<file path="config.mk">
export PLATFORM = sky130hd
export DESIGN_NAME = burst_sram
export DESIGN_NICKNAME = d
export VERILOG_FILES = /design/src/rtl/burst_sram_pkg.sv /design/src/rtl/burst_sram_ctl.sv /design/src/rtl/burst_sram_seq.sv /design/src/rtl/burst_sram_array.sv /design/src/rtl/burst_sram.sv
export SDC_FILE = /design/constraint.sdc
export NUM_CORES = 2
export LEC_CHECK = 0
export BUFFER_PORTS_ARGS = -buffer_cell sky130_fd_sc_hd__buf_2
export CORE_MARGIN = 5
export CORE_UTILIZATION = 46
export CTS_CLUSTER_SIZE = 28
export DETAILED_ROUTE_END_ITERATION = 7
export SYNTH_ARGS = -nofsm -noshare
export SYNTH_HDL_FRONTEND = slang
export SYNTH_SLANG_ARGS = --single-unit
</file>
<file path="constraint.sdc">
create_clock -name clk -period 4.65 [get_ports clk]
set_input_delay 1.1625 -clock clk [delete_from_list [all_inputs] [get_ports clk]]
set_output_delay 1.1625 -clock clk [all_outputs]
set_load 0.05 [all_outputs]
</file>
<file path="src/rtl/burst_sram_pkg.sv">
package burst_sram_pkg;
  typedef enum logic [1:0] {
    CYC_IDLE  = 2'd0,
    CYC_LOAD  = 2'd1,
    CYC_CONT  = 2'd2,
    CYC_DESEL = 2'd3
  } cyc_kind_e;
endpackage

</file>
<file path="src/rtl/burst_sram_ctl.sv">
module burst_sram_ctl
  import burst_sram_pkg::*;
#(
  parameter int LANES = 4
) (
  input  logic             clk,
  input  logic             rst,
  input  logic             sleep,
  input  logic             strobe_ctl_n,
  input  logic             strobe_proc_n,
  input  logic             burst_step_n,
  input  logic             sel_a_n,
  input  logic             sel_b_n,
  input  logic             sel_c,
  input  logic             wr_all_n,
  input  logic             wr_byte_n,
  input  logic [LANES-1:0] lane_wr_n,
  output cyc_kind_e        kind,
  output logic             load,
  output logic             step,
  output logic [LANES-1:0] lane_we,
  output logic             rd_go
);
  logic             active_q;
  logic             selected;
  logic             strobed;
  logic             wr_ok;
  logic [LANES-1:0] we_dec;

  assign selected = !sel_a_n && !sel_b_n && sel_c;
  assign strobed  = !strobe_ctl_n || !strobe_proc_n;

  always_comb begin
    kind = CYC_IDLE;
    if (!rst && !sleep) begin
      if (strobed)       kind = selected ? CYC_LOAD : CYC_DESEL;
      else if (active_q) kind = CYC_CONT;
    end
  end

  // global write outranks the byte qualifier and lane enables
  always_comb begin
    if (!wr_all_n)       we_dec = '1;
    else if (!wr_byte_n) we_dec = ~lane_wr_n;
    else                 we_dec = '0;
  end

  assign load    = (kind == CYC_LOAD);
  assign step    = (kind == CYC_CONT) && !burst_step_n;
  assign wr_ok   = (kind == CYC_CONT) || (load && strobe_proc_n);
  assign lane_we = wr_ok ? we_dec : '0;
  assign rd_go   = (load || kind == CYC_CONT) && (lane_we == '0);

  always_ff @(posedge clk) begin
    if (rst || sleep)            active_q <= 1'b0;
    else if (kind == CYC_LOAD)   active_q <= 1'b1;
    else if (kind == CYC_DESEL)  active_q <= 1'b0;
  end
endmodule

</file>
<file path="src/rtl/burst_sram_seq.sv">
module burst_sram_seq #(
  parameter int AW = 6,
  parameter int BB = 2
) (
  input  logic          clk,
  input  logic          rst,
  input  logic          seq_linear,
  input  logic          load,
  input  logic          step,
  input  logic [AW-1:0] load_addr,
  output logic [AW-1:0] eff_addr
);
  logic [AW-1:0] base_q;
  logic [BB-1:0] beat_q;
  logic [BB-1:0] beat_nxt;
  logic [AW-1:0] addr_cur;
  logic [AW-1:0] addr_nxt;

  function automatic logic [BB-1:0] beat_ofs(input logic [BB-1:0] b,
                                             input logic [BB-1:0] k,
                                             input logic lin);
    return lin ? (b + k) : (b ^ k);
  endfunction

  assign beat_nxt = beat_q + 1'b1;
  assign addr_cur = {base_q[AW-1:BB], beat_ofs(base_q[BB-1:0], beat_q, seq_linear)};
  assign addr_nxt = {base_q[AW-1:BB], beat_ofs(base_q[BB-1:0], beat_nxt, seq_linear)};

  always_comb begin
    if (load)      eff_addr = load_addr;
    else if (step) eff_addr = addr_nxt;
    else           eff_addr = addr_cur;
  end

  always_ff @(posedge clk) begin
    if (rst) begin
      base_q <= '0;
      beat_q <= '0;
    end else if (load) begin
      base_q <= load_addr;
      beat_q <= '0;
    end else if (step) begin
      beat_q <= beat_nxt;
    end
  end
endmodule

</file>
<file path="src/rtl/burst_sram_array.sv">
module burst_sram_array #(
  parameter int DEPTH  = 64,
  parameter int LANES  = 4,
  parameter int LANE_W = 8,
  localparam int AW    = $clog2(DEPTH),
  localparam int DW    = LANES * LANE_W
) (
  input  logic             clk,
  input  logic [LANES-1:0] we,
  input  logic [AW-1:0]    waddr,
  input  logic [DW-1:0]    wdata,
  input  logic [AW-1:0]    raddr,
  output logic [DW-1:0]    rdata
);
  for (genvar g = 0; g < LANES; g++) begin : g_lane
    logic [LANE_W-1:0] mem [DEPTH];
    always_ff @(posedge clk) begin
      if (we[g]) mem[waddr] <= wdata[g*LANE_W +: LANE_W];
      rdata[g*LANE_W +: LANE_W] <= mem[raddr];
    end
  end
endmodule

</file>
<file path="src/rtl/burst_sram.sv">
module burst_sram
  import burst_sram_pkg::*;
#(
  parameter int DEPTH  = 64,
  parameter int LANES  = 4,
  parameter int LANE_W = 8,
  parameter int BURST  = 4,
  localparam int AW    = $clog2(DEPTH),
  localparam int BB    = $clog2(BURST),
  localparam int DW    = LANES * LANE_W
) (
  input  logic             clk,
  input  logic             rst,
  input  logic [AW-1:0]    addr,
  input  logic             strobe_ctl_n,
  input  logic             strobe_proc_n,
  input  logic             burst_step_n,
  input  logic             sel_a_n,
  input  logic             sel_b_n,
  input  logic             sel_c,
  input  logic             wr_all_n,
  input  logic             wr_byte_n,
  input  logic [LANES-1:0] lane_wr_n,
  input  logic [DW-1:0]    wdata,
  input  logic             out_en_n,
  input  logic             sleep,
  input  logic             seq_linear,
  output logic [DW-1:0]    rdata,
  output logic             rdata_drv
);
  cyc_kind_e        kind;
  logic             load;
  logic             step;
  logic [LANES-1:0] lane_we;
  logic             rd_go;
  logic [AW-1:0]    eff_addr;
  logic [AW-1:0]    rd_addr_q;
  logic             rd_vld_q;
  logic             drv_q;
  logic [DW-1:0]    arr_q;

  burst_sram_ctl #(.LANES(LANES)) ctl_i (
    .clk(clk), .rst(rst), .sleep(sleep),
    .strobe_ctl_n(strobe_ctl_n), .strobe_proc_n(strobe_proc_n),
    .burst_step_n(burst_step_n),
    .sel_a_n(sel_a_n), .sel_b_n(sel_b_n), .sel_c(sel_c),
    .wr_all_n(wr_all_n), .wr_byte_n(wr_byte_n), .lane_wr_n(lane_wr_n),
    .kind(kind), .load(load), .step(step), .lane_we(lane_we), .rd_go(rd_go)
  );

  burst_sram_seq #(.AW(AW), .BB(BB)) seq_i (
    .clk(clk), .rst(rst), .seq_linear(seq_linear),
    .load(load), .step(step), .load_addr(addr), .eff_addr(eff_addr)
  );

  burst_sram_array #(.DEPTH(DEPTH), .LANES(LANES), .LANE_W(LANE_W)) arr_i (
    .clk(clk), .we(lane_we), .waddr(eff_addr), .wdata(wdata),
    .raddr(rd_addr_q), .rdata(arr_q)
  );

  // address stage, then output stage
  always_ff @(posedge clk) begin
    rd_addr_q <= eff_addr;
    if (rst) begin
      rd_vld_q <= 1'b0;
      drv_q    <= 1'b0;
    end else begin
      rd_vld_q <= rd_go;
      drv_q    <= rd_vld_q && !sleep;
    end
  end

  assign rdata_drv = drv_q && !out_en_n && !sleep;
  assign rdata     = rdata_drv ? arr_q : '0;
endmodule

</file>
==> results.toml <==
[status]
status = "completed"

[clock_network]
hold_buffers = 0
cts_buffer_depth = 3
cts_root_buffer = "clkbuf_16"
clock_sinks = 2097
cts_made_buffers = 208
h-tree-depth = 4
postCtsSetupRepairBufs = 0
clkTransAtPathRegs_ps = 60
clk_latency_ps = 850
cts_tree = "yes"
cts_resized = 0

[timing]
maxSlewViolCount = 0
fin_skew_ps = 39.2
hold_violations = 0
setup_viol = 0
rsz0062_at_grt = "false"
fin_crit_ps = 3940
timing.slew.headroom_pct = 9.73
timing.final.crit_share_pct = 84.6
tightest_slew_ps = 1350
max_freq_mhz = 254

[global_routing]
antenna_found_initial = 13
grt_pass1_vias = 41100
grt.total_usage_pct = 22.7
grt_pass1_wl_mm = 302
overflow = 0
grt_max_degree = 96

[placed_design]
placed_area_um2 = 87200
io_buffers = 87
place_hpwl_mm = 133
gp_congestion = 0.825

[yosys]
synth_cell_types = 54
synth_area_um2 = 81000
ys_seq_area_share_pct = 77.2
synth-edff-count = 2048
synth-async-reset-ratio_pct = 0
ys.flop_type = "edfxtp_1"
avgSynthCellArea_um2 = 21.4
yosys-top-cells-area = "edfxtp_1 76%, mux4_2 14%, dfxtp_1 1.2%"
yosysTopAreaCell = "edfxtp_1"
netlist_instances = 3784
yosys_warnings = 0
yosys.area.top_type_share_pct = 76.0
ys_seq_elements = 2097
synth_fp_nets = 3843

[finish]
final_core_util_pct = 53.5
fin_area_um2 = 93900
syn_to_final_growth_pct = 16.0
drive_gt1_share_pct = 31.6
final_nets = 4308
fillers = 13500

[setup_path]
cp-start-kind = "input port"
end_kind = "register"
crit_required_ps = 5120
path_class = "in -> reg"
path_max_fanout = 8
crit_arrival_ps = 4410

[power_and_ir_drop]
irDropWorstVdd_v = 0.000322
power.leakage_nw = 29.4
pwr_density_cell_nw_per_um2 = 433

[drt]
drc = 0
drtPass1Iterations = 6
routed_wl_mm = 210
dr_wl_met3_mm = 17.1
vias_per_cell = 6.03
dr.first_iter.drc_count = 4721
top_layer = "met4"
wl_met2_mm = 101
vias = 40900
postRouteAntennaNets = 0
wirelength_met1_mm = 85.7
wl_per_cell_um = 30.9

[floorplanning]
die-area_um2 = 185000
coreArea_um2 = 176000
die_width_um = 430
ios = 88
die_h_um = 430
rows = 154
start_util_pct = 46.1

[worst_hold_path]
hp-class = "reg -> reg"

[job]
maxCapViolations = 0
[synthesized netlist by cell type, types with 2 or more instances]
cell type	n
nor2_1	90
and3_1	21
mux2i_2	3
o221ai_1	47
xnor2_1	3
a21oi_1	49
mux2i_1	58
inv_2	7
buf_6	6
dfxtp_1	49
nand2b_1	5
mux4_2	511
buf_1	20
or3b_2	2
a211o_1	4
and2_1	35
inv_1	4
buf_4	48
buf_2	85
nand3b_1	4
a22oi_1	78
a22o_1	44
nor3_1	159
clkbuf_1	105
mux2i_4	2
o22ai_1	8
nor2_2	3
a311oi_1	22
nand2_1	73
ha_1	4
nor4_1	70
or3_1	9
a31oi_1	10
nand3_1	68
nor2b_1	3
o21ai_0	9
nand3_2	2
edfxtp_1	2048
[placed cells by master (no fill, tap or decap), types with 22 or more instances in the layout]
cell type  count
a21oi_1       49
a22o_1        44
a22oi_1       78
a311oi_1      22
and2_1        35
buf_12        48
buf_2         87
buf_4        385
clkbuf_1      61
clkbuf_16    210
clkinv_1      43
clkinv_2      34
dfxtp_1       44
edfxtp_1    2048
mux2i_1       58
mux4_2       511
nand2_1       71
nand3_1       64
nor2_1        87
nor3_1       159
nor4_1        27
nor4_2        43
o221ai_1      47
[worst max-delay path: stages]
cell and delay (ps):
buf_2 110, nand2_1 90, nand3_1 70, o21ai_0 70, nand2b_1 140, buf_4 110
ha_1 440, buf_4 220, mux2i_2 430, inv_2 160, nor3_1 210, buf_4 170
buf_4 120, nand3_1 260, nor2_1 630
[layer usage]
| layer | GRT usage (%) | vias up |
|---|---|---|
| li1 | - | 17000 |
| met1 | 32.3 | 21800 |
| met2 | 35.6 | 1763 |
| met3 | 4.74 | 302 |
| met4 | 6.92 | 0 |
| met5 | 0 | - |
[worst paths after layout]
kind / startpoint / endpoint / slack [ps] / cells after the start
worst max-delay path: strobe_proc_n / arr_i.g_lane[1].mem[38][5]$_DFFE_PP_ / 710 / 15
worst min-delay path: rd_vld_q$_SDFF_PP0_ / drv_q$_SDFF_PP0_ / 450 / 1
worst max register to register: ctl_i.active_q$_SDFFE_PP0P_ / arr_i.g_lane[1].mem[38][5]$_DFFE_PP_ / 920 / 12
worst min register to register: rd_vld_q$_SDFF_PP0_ / drv_q$_SDFF_PP0_ / 450 / 1
[cell families after synthesis]
family,synth area share (%)
simple gates,3.42
compound gates,2.57
fa+ha+maj,0.0618
mux,15.0
buf+inv,1.70
xor+xnor,0.0433
flops,77.2
[power breakdown]
| part | internal [W] | leakage (nW) | switching [W] |
|---|---|---|---|
| clock network | 0.00919 | 3.22 | 0.00715 |
| registers | 0.0209 | 18.8 | 0.000105 |
| logic | 0.00136 | 7.35 | 0.00206 |
| total | 0.0314 | 29.4 | 0.00932 |
[through the flow]
stage / power [W] / TNS [ps] / hold slack [ps] / setup slack, ps / instances
2_1_floorplan: 0.0233 / 0 / 406 / 389 / 3784
3_3_place_gp: 0.0248 / -23600 / 428 / -188 / 6379
3_5_place_dp: 0.0248 / -18880 / 436 / -162 / 6379
4_1_cts: 0.0410 / 0 / 451 / 705 / 6767
5_1_grt: 0.0421 / 0 / 472 / 539 / 6773
6_report: 0.0407 / 0 / 451 / 714 / 6782
[layout make-up]
class	instances	area (um^2)	area share, %
tap	2340	2930	3.12
antenna	15	37.5	0.0400
inverter	12	51.3	0.0546
multi-input combinational	1410	17500	18.6
sequential	2097	62500	66.5
clock inverter	115	1170	1.25
timing repair buffer	520	4290	4.56
clock buffer	273	5510	5.87
[registers in the layout, indices dropped and copies added (netlist names)]
register          count
drv_q                 1
rd_vld_q              1
arr_i.g_lane.mem   2048
ctl_i.active_q        1
seq_i.base_q          6
arr_i.rdata          32
seq_i.beat_q          2
rd_addr_q             6
No activity file was read; power rests on OpenSTA's default activity.
